--- src/rtl/dsub_pkg.sv ---
package dsub_pkg;
  parameter int unsigned DSUB_LANE_W = 16;
  parameter int unsigned DSUB_LANES  = 2;
  parameter int unsigned DSUB_IDX_W  = 5;

  // control bits travelling alongside the data in stage 1
  typedef struct packed {
    logic vld;
    logic grd;
  } dsub_ctl_t;
endpackage

--- src/rtl/dsub_lane_diff.sv ---
module dsub_lane_diff #(
  parameter int unsigned LANE_W = 16,
  localparam int unsigned DIFF_W = LANE_W + 1
) (
  input  logic [LANE_W-1:0] a_i,
  input  logic [LANE_W-1:0] b_i,
  output logic [DIFF_W-1:0] diff_o
);
  logic signed [DIFF_W-1:0] a_ext, b_ext;

  always_comb begin
    a_ext  = {a_i[LANE_W-1], a_i};
    b_ext  = {b_i[LANE_W-1], b_i};
    diff_o = a_ext - b_ext;
  end
endmodule

--- src/rtl/dsub_lane_clip.sv ---
module dsub_lane_clip #(
  parameter int unsigned LANE_W = 16,
  localparam int unsigned DIFF_W = LANE_W + 1
) (
  input  logic [DIFF_W-1:0] diff_i,
  output logic [LANE_W-1:0] res_o
);
  localparam logic [LANE_W-1:0] MaxPos = {1'b0, {(LANE_W-1){1'b1}}};
  localparam logic [LANE_W-1:0] MaxNeg = {1'b1, {(LANE_W-1){1'b0}}};

  // overflow when the two top bits disagree; top bit is the true sign
  always_comb begin
    if (diff_i[DIFF_W-1] == diff_i[DIFF_W-2]) res_o = diff_i[LANE_W-1:0];
    else if (diff_i[DIFF_W-1])                res_o = MaxNeg;
    else                                      res_o = MaxPos;
  end
endmodule

--- src/rtl/dsub_dual_sat.sv ---
module dsub_dual_sat
  import dsub_pkg::*;
#(
  parameter int unsigned LANE_W = DSUB_LANE_W,
  parameter int unsigned LANES  = DSUB_LANES,
  parameter int unsigned IDX_W  = DSUB_IDX_W,
  localparam int unsigned DATA_W = LANE_W * LANES,
  localparam int unsigned DIFF_W = LANE_W + 1
) (
  input  logic              clk_i,
  input  logic              rst_ni,
  input  logic              issue_valid_i,
  input  logic [DATA_W-1:0] src_a_i,
  input  logic [DATA_W-1:0] src_b_i,
  input  logic [IDX_W-1:0]  dest_idx_i,
  input  logic [DATA_W-1:0] guard_i,
  output logic              wr_en_o,
  output logic [IDX_W-1:0]  wr_idx_o,
  output logic [DATA_W-1:0] wr_data_o
);
  logic [LANES-1:0][DIFF_W-1:0] diff_d, diff_q;
  logic [LANES-1:0][LANE_W-1:0] clip_d, data_q;
  dsub_ctl_t                    s1_ctl_q;
  logic [IDX_W-1:0]             s1_idx_q, s2_idx_q;
  logic                         s2_en_q;

  for (genvar l = 0; l < LANES; l++) begin : g_lane
    dsub_lane_diff #(.LANE_W(LANE_W)) u_diff (
      .a_i   (src_a_i[l*LANE_W +: LANE_W]),
      .b_i   (src_b_i[l*LANE_W +: LANE_W]),
      .diff_o(diff_d[l])
    );
    dsub_lane_clip #(.LANE_W(LANE_W)) u_clip (
      .diff_i(diff_q[l]),
      .res_o (clip_d[l])
    );
  end

  // stage 1: full-precision differences
  always_ff @(posedge clk_i or negedge rst_ni) begin
    if (!rst_ni) begin
      s1_ctl_q <= '0;
      s1_idx_q <= '0;
      diff_q   <= '0;
    end else begin
      s1_ctl_q.vld <= issue_valid_i;
      s1_ctl_q.grd <= guard_i[0];
      if (issue_valid_i) begin
        s1_idx_q <= dest_idx_i;
        diff_q   <= diff_d;
      end
    end
  end

  // stage 2: clipped result and write request
  always_ff @(posedge clk_i or negedge rst_ni) begin
    if (!rst_ni) begin
      s2_en_q  <= 1'b0;
      s2_idx_q <= '0;
      data_q   <= '0;
    end else begin
      s2_en_q <= s1_ctl_q.vld & s1_ctl_q.grd;
      if (s1_ctl_q.vld) begin
        s2_idx_q <= s1_idx_q;
        data_q   <= clip_d;
      end
    end
  end

  assign wr_en_o   = s2_en_q;
  assign wr_idx_o  = s2_idx_q;
  assign wr_data_o = data_q;

  // edges since reset release, saturating at the pipeline depth
  logic [1:0] age_q;
  always_ff @(posedge clk_i or negedge rst_ni) begin
    if (!rst_ni)            age_q <= '0;
    else if (age_q != 2'd2) age_q <= age_q + 2'd1;
  end

  assert_guard_drop_R5: assert property (@(posedge clk_i) disable iff (!rst_ni)
    (age_q == 2'd2 && !$past(guard_i[0], 2)) |-> !wr_en_o);

  assert_commit_lat_R6: assert property (@(posedge clk_i) disable iff (!rst_ni)
    (age_q == 2'd2 && $past(issue_valid_i && guard_i[0], 2))
      |-> (wr_en_o && wr_idx_o == $past(dest_idx_i, 2)));

  assert_no_spurious_R8: assert property (@(posedge clk_i) disable iff (!rst_ni)
    (age_q != 2'd2 || !$past(issue_valid_i, 2)) |-> !wr_en_o);

  for (genvar l = 0; l < LANES; l++) begin : g_sign_chk
    localparam int unsigned Msb = (l + 1) * LANE_W - 1;
    // non-negative minus negative can never come out negative
    assert_pos_clip_R3: assert property (@(posedge clk_i) disable iff (!rst_ni)
      (age_q == 2'd2 && wr_en_o && $past(!src_a_i[Msb] && src_b_i[Msb], 2))
        |-> !wr_data_o[Msb]);
    // negative minus non-negative is always negative
    assert_neg_clip_R4: assert property (@(posedge clk_i) disable iff (!rst_ni)
      (age_q == 2'd2 && wr_en_o && $past(src_a_i[Msb] && !src_b_i[Msb], 2))
        |-> wr_data_o[Msb]);
  end
endmodule

--- config.mk ---
export PLATFORM = sky130hd
export DESIGN_NAME = dsub_dual_sat
export DESIGN_NICKNAME = d
export VERILOG_FILES = /design/src/rtl/dsub_pkg.sv /design/src/rtl/dsub_lane_diff.sv /design/src/rtl/dsub_lane_clip.sv /design/src/rtl/dsub_dual_sat.sv
export SDC_FILE = /design/constraint.sdc
export NUM_CORES = 1
export LEC_CHECK = 0
export BUFFER_PORTS_ARGS = -buffer_cell sky130_fd_sc_hd__buf_2
export CAP_MARGIN = 20
export CORE_MARGIN = 2
export CORE_UTILIZATION = 40
export CTS_CLUSTER_DIAMETER = 30
export DETAILED_ROUTE_END_ITERATION = 10
export PLACE_DENSITY = 0.72
export SLEW_MARGIN = 10
export SYNTH_ARGS = -nofsm -noshare
export SYNTH_HDL_FRONTEND = slang
export SYNTH_HIERARCHICAL = 1
export SYNTH_SLANG_ARGS = --single-unit
--- constraint.sdc ---
create_clock -name clk_i -period 4.2 [get_ports clk_i]
set_input_delay 0.42 -clock clk_i [delete_from_list [all_inputs] [get_ports clk_i]]
set_output_delay 0.42 -clock clk_i [all_outputs]
set_load 0.01 [all_outputs]
## Yosys cells after proc, flatten, opt, wreduce, memory -nomap -nowiden

Index checks and enable logic that the tools add are counted.

| storage, ports and cells | value |
|---|---|
| logic and storage cells | 18 |
| output and inout port bits | 38 |
| bits of input ports | 104 |
| register bits after elaboration | 79 |

| operators by class | value |
|---|---|
| mux-type cells | 4 |
| bitwise operators | 1 |
| $add $sub $neg | 2 |
| equal/unequal tests | 2 |

Operators with widths:

| cell | count |
|---|---|
| two-way mux 16 bit | 4 |
| subtractor 16 x 16 -> 17 bit | 2 |
| == test 1 bit | 2 |
| bitwise AND 1 bit | 1 |

## Logic depth before layout (Yosys ltp)

Gate-level depths: netlist (run 1).

| logic depth | value |
|---|---|
| depth after elaboration | 2 |
| depth in mapped cells | 10 |
| depth with buffers taken out | 10 |

## Hierarchy

Netlist (run 1), hierarchy kept.

By module, submodules not included:

| module | cells each | seq. area each (um^2) | times used | area an instance (um^2) |
|---|---|---|---|---|
| dsub_dual_sat | 164 | 1,976.9 | 1 | 3,027.9 |
| dsub_lane_diff at g_lane[0].u_diff | 136 | 0.0 | 1 | 940.9 |
| dsub_lane_diff at g_lane[1].u_diff | 110 | 0.0 | 1 | 809.5 |
| dsub_lane_clip | 38 | 0.0 | 2 | 215.2 |

## Worst setup path after synthesis (run 1)

Ideal clock, no wire load.

| path | value |
|---|---|
| kind | input -> register |
| start | input src_a_i[0] |
| end | register diff_q[12] (netlist bit) |
| arrival | 2.239 ns |
| data required time | 4.075 ns |
| setup time | 0.125 ns |
| buffers on the path | 1 |
| stages | 10 |
| path slack | 1.835 ns |
| cells stage by stage | inv_1 -> ha_1 -> fa_1 -> nor2b_4 -> o2111a_1 -> or3_1 -> buf_6 -> a211o_1 -> xor2_1 -> mux2_4 |

RTL lines:

| item | RTL line | text |
|---|---|---|
| from (decl) | dsub_dual_sat.sv:13 | `input logic [DATA_W-1:0] src_a_i,` |
| to (signal assigned) | dsub_dual_sat.sv:50 | `diff_q <= diff_d;` |
| to (decl) | dsub_dual_sat.sv:21 | `logic [LANES-1:0][DIFF_W-1:0] diff_d, diff_q;` |

==> results.toml, run 1 <==
[detailed_routing]
drt-pass1-iter-count = 6
via_per_inst = 4.974
wl_met1_mm = 4.565
dr_wl_met3_um = 446
initialDrtViolationCount = 178
met2_length_mm = 5.223
vias = 3815
drc = 0
drt-total-wl_mm = 10.40
postRouteAntennaNets = 0
wire_per_inst_um = 13.55
top_layer = "met4"

[synthesis]
synth_edf_count = 0
synth-seq-cells = 79
syn_area_per_cell_um2 = 10.72
ys_seq_area_frac = 0.3795
synth_warnings = 6
netlist_area_mm2 = 0.005209
ys.flop_type = "dfrtp_1"
syn-instance-count = 486
ys_types = 55
synth-async-reset-ratio = 1.000
synth_fp_nets = 628

[cts]
post_cts_resized = 0
ctsHoldBuffers = 0
cts_root_buf = "clkbuf_16"
numCtsBuffers = 9
clock-sinks = 79
cts_tree = "yes"
post_cts_buffers = 0
clock_latency_ns = 0.32
htree_levels = 3
cts_max_path_buffers = 2
clkSlewWorstSetupHoldPaths_ns = 0.06

[pwr]
switching_share = 0.3218
power.density_mw_per_mm2 = 489.3
comb_power_share = 0.370
pwr-share-seq = 0.390
power.leakage_nw = 3.112
switchingPower_w = 0.0009624
ir_drop_v = 0.0001921
total_power_w = 0.002990
power_frac_clock = 0.240
internal_power_w = 0.002028

[cells_and_area]
final_common_cell = "buf_2"
final_layout_size_suffix_gt1_frac = 0.3765
final_area_mm2 = 0.006112
area_growth_pct = 17.34
diodes = 0
mostFrequentLayoutCells = "buf_2 (109), dfrtp_1 (78), inv_1 (77), a21oi_1 (50), mux2_2 (48)"
fin_nets = 733

[floorplanning]
initial_core_util = 0.4111
core_mm2 = 0.01267
die_height_um = 118.1
die_x_um = 118.1
die_area_mm2 = 0.01395
fp-row-count = 41
io_pins = 142

[timing]
rsz0062_at_grt = "no"
min_period_ns = 2.312
worstMarginPinSlew_ns = 1.045
fin_skew_ns = 0.004020
slew_headroom = 0.3032
final_max_slew_viol_count = 0
tns_ns = 0
worst_slack_ns = 1.888
holdWs_ns = 0.2019
clock.fmax_ghz = 0.4325
hold_viol_final = 0
setup_violations = 0
fin_crit_sh = 0.5505

[worst_setup_path]
crit_path_cell_trace = "buf_2 -> inv_1 -> ha_1 -> fa_1 -> nor2b_4 -> o2111a_1 -> or3_1 -> a211o_1 -> xor2_1 -> mux2_4"
path_max_fanout = 5
required_ns = 4.41
critPathTopFamily = "compound AO/OA/AOI/OAI gates"
slowest_delay_ns = 0.45
crit_type = "input pin to flop"
worst-path-buf-inv = 2
critPathCaptureType = "flop"
crit_path_top_delay_cell = "or3_1"
crit_arrival_ns = 2.52
worstSetupStartpointType = "input pin"

[hold_path]
hold_class = "input pin to flop"

[flow_run]
drv_cap = 0

[placement]
place_area_mm2 = 0.005828
portBuffers = 110
place_hpwl_mm = 7.749
gp_congestion = 0.8938
dp_slack_ns = 1.546

[global_routing]
grt_pass1_vias = 3805
grt_pass1_wl_mm = 18.15
grt_max_degree = 80
grt_overflow = 0
track_usage = 0.1572
antenna_found_initial = 0

[run_status]
status = "finished, final reports clean"
synthesized netlist by cell type, types with 4 or more instances:
library cell / n / area (um^2)
nor2_1: 11 / 41.29
nand3_1: 6 / 30.03
buf_6: 9 / 101.4
xor2_1: 11 / 96.34
nand2_1: 16 / 60.06
ha_1: 36 / 450.4
mux2_4: 29 / 435.4
mux2_2: 48 / 540.5
a31oi_1: 6 / 37.54
dfrtp_1: 79 / 1977
a21o_1: 9 / 67.56
nand2b_1: 8 / 50.05
a21oi_1: 50 / 250.2
o21ai_0: 5 / 25.02
nor2b_4: 4 / 55.05
xnor2_1: 15 / 131.4
inv_1: 77 / 289.0
a21oi_2: 7 / 61.31
and3_1: 4 / 25.02
o21ai_1: 5 / 25.02
cell type report:
type                       count  area (um^2)
timing repair buffer         110        553.0
multi-input combinational    313         2789
tap                          172        215.2
clock buffer                  12        266.5
clock inverter                 3        17.52
inverter                      78        292.8
sequential                    79         1978
fill                        1179         6559
worst paths after layout:
kind / start / slack [ns] / to / cells after the start
worst max-delay path: src_a_i[0] / 1.89 / diff_q[12]$_DFFE_PN0P_ / 10
worst min-delay path: guard_i[0] / 0.20 / s1_ctl_q[0]$_DFF_PN0_ / 1
worst max register to register: diff_q[32]$_DFFE_PN0P_ / 2.23 / wr_data_o[23]$_DFFE_PN0P_ / 5
worst min register to register: s1_ctl_q[0]$_DFF_PN0_ / 0.47 / wr_en_o$_DFF_PN0_ / 1
max in group asynchronous: rst_ni / 3.24 / s1_ctl_q[1]$_DFF_PN0_ / 1
min in group asynchronous: rst_ni / 0.24 / wr_data_o[21]$_DFFE_PN0P_ / 1
worst register-to-register path: cells and delay by family (launching register included):
family	cells	cell delay, ns
flip-flops	1	0.36
adder cells (fa/ha/maj)	1	0.57
AND/OR/NAND/NOR	1	0.48
multiplexers	1	0.30
AO/OA/AOI/OAI	1	0.10
buffers and inverters	1	0.05
kinds of logic after synthesis:
family	share of synthesized area
adder cells (fa/ha/maj)	0.09416
AND/OR/NAND/NOR	0.07327
AO/OA/AOI/OAI	0.1350
XOR/XNOR	0.04372
multiplexers	0.1893
buffers and inverters	0.08503
flip-flops	0.3795
sequential cells by signal, indices dropped and copies added (netlist names):
name       flops
wr_data_o     32
s1_ctl_q       2
diff_q        34
wr_idx_o       5
s1_idx_q       5
wr_en_o        1
routing by layer:
metal	vias up	track usage
li1	1883	-
met1	1807	0.1984
met2	111	0.2728
met3	14	0.02422
met4	0	0.05422
met5	-	0
power by group through the flow:
stage                     Combinational (W)  Sequential, W  Clock [W]
final                               0.00111        0.00117   0.000718
after global routing                0.00123        0.00120   0.000784
after CTS                           0.00112        0.00117   0.000746
after detailed placement            0.00111        0.00118          0
after global placement              0.00108        0.00116          0
after floorplan                    0.000740        0.00121          0
through the flow:
step / std cells / utilization
6_report: 767 / 0.4824
5_1_grt: 767 / 0.4824
4_1_cts: 767 / 0.4824
3_5_place_dp: 752 / 0.4600
3_3_place_gp: 752 / 0.4600
2_1_floorplan: 486 / -
No activity file was read; power rests on OpenSTA's default activity.
==> inputs of run 2 (changes only) <==
--- a/config.mk
+++ b/config.mk
@@ -11,7 +11,7 @@
 export CORE_UTILIZATION = 40
 export CTS_CLUSTER_DIAMETER = 30
 export DETAILED_ROUTE_END_ITERATION = 10
-export PLACE_DENSITY = 0.72
+export PLACE_DENSITY = 0.74
 export SLEW_MARGIN = 10
 export SYNTH_ARGS = -nofsm -noshare
 export SYNTH_HDL_FRONTEND = slang
==> constraint.sdc (replaced) <==
create_clock -name clk_i -period 2.03 [get_ports clk_i]
set_input_delay 0.203 -clock clk_i [delete_from_list [all_inputs] [get_ports clk_i]]
set_output_delay 0.203 -clock clk_i [all_outputs]
set_load 0.01 [all_outputs]
==> run 2 against run 1 <==
  * Register-to-register slack lost 1.8 ns
  * Combinational power rose by 120%
  * Critical path depth rose by 1
  * Largest cell class unchanged
  * Largest power group is now combinational logic
  * Highest routed layer unchanged
==> results.toml, run 2 (synthesis gave the netlist of run 1 again) <==
[detailed_routing]
drt-total-wl_mm = 10.63
wire_per_inst_um = 13.22
via_per_inst = 4.884
initialDrtViolationCount = 174
drc = 0
postRouteAntennaNets = 0
vias = 3927
drt-pass1-iter-count = 4

[cells_and_area]
fin_nets = 769
diodes = 0
final_layout_size_suffix_gt1_frac = 0.4130
fill_cells = 1150
final_common_cell = "buf_2"
largest_register = "diff_q"
multi_input_area_mm2 = 0.002800
seq_area_mm2 = 0.001978
finalCoreUtilization = 0.5079
area_growth_pct = 23.56
mostFrequentLayoutCells = "buf_2 (109), dfrtp_1 (78), inv_1 (77), a21oi_1 (49), mux2_2 (48)"
largest_reg_flops = 34

[timing]
worstMarginPinSlew_ns = 0.4853
hold_viol_final = 0
min_period_ns = 1.908
slew_headroom = 0.6723
setup_violations = 0
tns_ns = 0
clock.fmax_ghz = 0.5240
fin_skew_ns = 0.01028
rsz0062_at_grt = "no"
fin_crit_sh = 0.9401
final_max_slew_viol_count = 0

[pwr]
pwr-share-seq = 0.379
comb_power_share = 0.384
power.leakage_nw = 3.290
switching_share = 0.3295
power.density_mw_per_mm2 = 981.5
power_frac_clock = 0.238
switchingPower_w = 0.002082
total_power_w = 0.006317
internal_power_w = 0.004236
ir_drop_v = 0.0004725

[flow_run]
drv_cap = 0

[hold_path]
hold_class = "input pin to flop"

[run_status]
status = "finished, final reports clean"

[floorplanning]
die_height_um = 118.1
io_pins = 142
core_mm2 = 0.01267
die_area_mm2 = 0.01395
fp-row-count = 41
initial_core_util = 0.4111
die_x_um = 118.1

[worst_setup_path]
path_max_fanout = 3
critPathCaptureType = "flop"
crit_type = "input pin to flop"
crit_arrival_ns = 2.17
worstSetupStartpointType = "input pin"
required_ns = 2.30

[global_routing]
track_usage = 0.1577
grt_pass1_vias = 3972
grt_pass1_wl_mm = 18.39
antenna_found_initial = 0
grt_overflow = 0
grt_max_degree = 41

[cts]
cts_tree = "yes"
clock_latency_ns = 0.33
post_cts_buffers = 0
numCtsBuffers = 9
cts_max_path_buffers = 2
clkSlewWorstSetupHoldPaths_ns = 0.06
cts_root_buf = "clkbuf_16"
htree_levels = 3
clock-sinks = 79

[placement]
gp_congestion = 0.8724
portBuffers = 110
place_hpwl_mm = 8.358
-- run 2: worst max-delay path: stages --
cell and delay [ns]:
buf_2 0.09, inv_1 0.05, ha_1 0.17, fa_2 0.24, nor2b_4 0.05, o2111a_1 0.25, or3_4 0.35, buf_4 0.16
a2111oi_4 0.32, a311o_1 0.15, mux2_4 0.13
-- run 2: power groups by stage --
stage / Combinational, W / Sequential (W) / Clock (W)
after floorplan: 0.00153 / 0.00250 / 0
after global placement: 0.00236 / 0.00239 / 0
after detailed placement: 0.00244 / 0.00243 / 0
after CTS: 0.00245 / 0.00240 / 0.00154
after global routing: 0.00267 / 0.00247 / 0.00160
final: 0.00242 / 0.00239 / 0.00150
-- run 2: per-layer routing --
metal | track usage | part of all wire
met5 | 0 | 0
met4 | 0.03464 | 0.0075
met3 | 0.03585 | 0.047
met2 | 0.2850 | 0.50
met1 | 0.1901 | 0.44
-- run 2: worst paths after layout --
check                                  startpoint                   endpoint  slack (ns)  cells past startpoint
max                                    src_a_i[0]      diff_q[8]$_DFFE_PN0P_        0.12                     11
max in group asynchronous                  rst_ni      diff_q[5]$_DFFE_PN0P_        1.10                      3
max reg2reg                diff_q[32]$_DFFE_PN0P_  wr_data_o[30]$_DFFE_PN0P_        0.39                      5
min in group asynchronous                  rst_ni  wr_data_o[26]$_DFFE_PN0P_        0.37                      2
min reg2reg                 s1_ctl_q[0]$_DFF_PN0_          wr_en_o$_DFF_PN0_        0.47                      1
min                                 dest_idx_i[2]    s1_idx_q[2]$_DFFE_PN0P_        0.12                      2
-- run 2: through the flow --
stage               hold slack [ns]  cells  worst slack (ns)  cell area, um^2
global route                 0.1098    804           0.01511             6436
finish                       0.1159    804            0.1217             6436
global placement             0.1961    786           -0.2188             6123
CTS                          0.1026    804           0.08313             6427
floorplan                  -0.09259    486           -0.1054             5211
detailed placement           0.1996    786           -0.2778             6123
-- run 2: cell type report --
cell class | instances | share of cell area
clock inverters | 5 | 0.006415
flip-flops and latches | 79 | 0.3073
well taps | 172 | 0.03344
repair buffers | 146 | 0.1345
inverters | 78 | 0.04549
clock buffers | 11 | 0.03771
multi-input cells | 313 | 0.4351
-- run 2: repair_timing --
item,CTS,global route
setup endpoints to repair,0,2
hold endpoints to repair,35,0
resized for setup,0,2
hold buffers,2,0
==> inputs of run 3 (changes only) <==
--- a/config.mk
+++ b/config.mk
@@ -8,10 +8,10 @@
 export BUFFER_PORTS_ARGS = -buffer_cell sky130_fd_sc_hd__buf_2
 export CAP_MARGIN = 20
 export CORE_MARGIN = 2
-export CORE_UTILIZATION = 40
+export CORE_UTILIZATION = 48
 export CTS_CLUSTER_DIAMETER = 30
 export DETAILED_ROUTE_END_ITERATION = 10
-export PLACE_DENSITY = 0.74
+export PLACE_DENSITY = 0.85
 export SLEW_MARGIN = 10
 export SYNTH_ARGS = -nofsm -noshare
 export SYNTH_HDL_FRONTEND = slang
==> constraint.sdc (replaced) <==
create_clock -name clk_i -period 1.55 [get_ports clk_i]
set_input_delay 0.155 -clock clk_i [delete_from_list [all_inputs] [get_ports clk_i]]
set_output_delay 0.155 -clock clk_i [all_outputs]
set_load 0.01 [all_outputs]
==> run 3 against run 2 <==
  * The flow now finishes with violations (negative setup slack)
  * Sequential power increased by 32%
  * Clock-buffer cell count decreased by 2
  * First-iteration DRC count decreased by 4.0%
  * Clock skew decreased by 0.0021 ns
  * Register-to-register slack got worse by 0.31 ns
==> results.toml, run 3 (synthesis gave the netlist of run 1 again) <==
[detailed_routing]
postRouteAntennaNets = 0
via_per_inst = 5.137
wire_per_inst_um = 14.43
vias = 4264
drc = 0
drt-total-wl_mm = 11.98
initialDrtViolationCount = 167
drt-pass1-iter-count = 4

[hold_path]
hp-start = "dest_idx_i[3]"
holdPathStages = 2
holdPathEnd = "s1_idx_q[3]$_DFFE_PN0P_"
hold_class = "input pin to flop"

[pwr]
switching_share = 0.3423
power.leakage_nw = 3.622
power_frac_clock = 0.183
internal_power_w = 0.005539
comb_power_share = 0.443
switchingPower_w = 0.002883
pwr-share-seq = 0.374
power.density_mw_per_mm2 = 1159
ir_drop_v = 0.0007172

[floorplanning]
die_x_um = 108.2
fp-row-count = 38
io_pins = 142
initial_core_util = 0.4869
die_height_um = 108.2
die_area_mm2 = 0.01170
core_mm2 = 0.01070

[cells_and_area]
final_layout_size_suffix_gt1_frac = 0.5261
instances_no_fill = 830
largest_reg_flops = 34
final_common_cell = "buf_2"
area_growth_pct = 39.54
diodes = 0
largest_register = "diff_q"
fin_nets = 827
final_area_mm2 = 0.007268
mostFrequentLayoutCells = "buf_2 (103), buf_4 (83), dfrtp_1 (78), inv_1 (72), mux2_2 (42)"

[worst_setup_path]
r2r_cells = 6
slowest_delay_ns = 0.37
crit_path_top_delay_cell = "fa_2"
required_ns = 1.78
path_max_fanout = 5
crit_type = "input pin to flop"
r2r_slack_ns = 0.08
worstSetupStartpointType = "input pin"
reg2reg_to = "wr_data_o[8]$_DFFE_PN0P_"
r2r-start = "diff_q[15]$_DFFE_PN0P_"
critPathCaptureType = "flop"
crit_arrival_ns = 2.04
crit_path_cell_trace = "buf_8 -> inv_12 -> ha_4 -> fa_2 -> nor2b_4 -> o2111a_1 -> or3_4 -> buf_6 -> a2111oi_4 -> a311o_1 -> mux2_4"

[placement]
gp_congestion = 0.9189
place_hpwl_mm = 8.986
place_area_mm2 = 0.006714
dp_cells = 800
portBuffers = 110
dp_slack_ns = -0.7402

[cts]
cts_root_buf = "clkbuf_8"
cts_max_path_buffers = 2
clkSlewWorstSetupHoldPaths_ns = 0.08
cts_tree = "yes"
numCtsBuffers = 9
htree_levels = 3
clock-sinks = 79
clock_latency_ns = 0.35

[global_routing]
grt_max_degree = 44
track_usage = 0.2093
antenna_found_initial = 0
grt_pass1_vias = 4346
grt_overflow = 0
grt_pass1_wl_mm = 19.60

[run_status]
status = "complete, but fails checks"
violations = "negative setup slack"

[timing]
final_max_slew_viol_count = 0
rsz0062_at_grt = "yes"
fin_crit_sh = 1.166
fin_skew_ns = 0.008182
clock.fmax_ghz = 0.5534
setup_violations = 10
slew_headroom = 0.6878
tns_ns = -1.241
hold_viol_final = 0
min_period_ns = 1.807
worstMarginPinSlew_ns = 0.4634
worst_slack_ns = -0.2570

[flow_run]
drv_cap = 0
## run 3: cell types whose count changed in the layout (fill, tap and decap cells not counted), sizes merged
cell      change
clkinvlp      -2
clkinv        +1
bufinv        +1
inv           +2
buf          +58
clkbuf        -2
## run 3: worst max-delay path by stage
stage,start,endpoint,slack [ns],cells past startpoint
3_5_place_dp,src_a_i[0],diff_q[12]$_DFFE_PN0P_,-0.74,10
5_1_grt,src_a_i[0],diff_q[8]$_DFFE_PN0P_,-0.29,11
2_1_floorplan,src_a_i[0],diff_q[12]$_DFFE_PN0P_,-0.47,10
4_1_cts,src_a_i[0],diff_q[12]$_DFFE_PN0P_,-0.22,10
3_3_place_gp,src_a_i[0],diff_q[12]$_DFFE_PN0P_,-0.70,10
6_report,src_a_i[0],diff_q[8]$_DFFE_PN0P_,-0.26,11
## run 3: metal layers
metal / GRT usage / share of wire / vias up
met5: 0 / 0 / -
met4: 0.07234 / 0.021 / 0
met3: 0.03978 / 0.041 / 20
met2: 0.3913 / 0.53 / 108
met1: 0.2371 / 0.41 / 2074
li1: - / - / 2062
## run 3: power by group through the flow
stage	registers (W)	logic [W]	clock network, W
after global routing	0.00321	0.00405	0.00169
after global placement	0.00313	0.00337	0
after floorplan	0.00327	0.00211	0
final	0.00315	0.00373	0.00154
after detailed placement	0.00318	0.00351	0
after CTS	0.00315	0.00361	0.00159
## run 3: critical path: cells and delay by family
kind            cells  cell delay, ns
simple gates        2            0.29
compound gates      3            0.59
mux                 1            0.25
fa+ha+maj           2            0.51
buf+inv             3            0.22
## run 3: final cells by class
| class | instances | area (um^2) |
|---|---|---|
| flip-flops and latches | 79 | 1978 |
| inverters | 78 | 322.8 |
| clock buffers | 9 | 123.9 |
| clock inverters | 7 | 78.83 |
| repair buffers | 204 | 1385 |
| well taps | 140 | 175.2 |
| fillers | 765 | 3430 |
| multi-input cells | 313 | 3204 |
## run 3: metrics by stage
stage	hold WS (ns)	total power, W	utilization
final	0.03985	0.008423	0.6794
after CTS	0.02806	0.008346	0.6651
after detailed placement	0.04486	0.006687	0.6276
after global placement	0.03977	0.006491	0.6276
after floorplan	-0.1406	0.005378	-
after global routing	0.01629	0.008954	0.6794
## run 3: timing repair
action / 4_1_cts / 5_1_grt
buffers inserted: 6 / 6
hold endpoints to repair: 61 / 0
cloned: 0 / 0
gates resized for setup: 29 / 18
setup endpoints to repair: 15 / 28
hold buffers: 2 / 0
pin swaps: 15 / 16
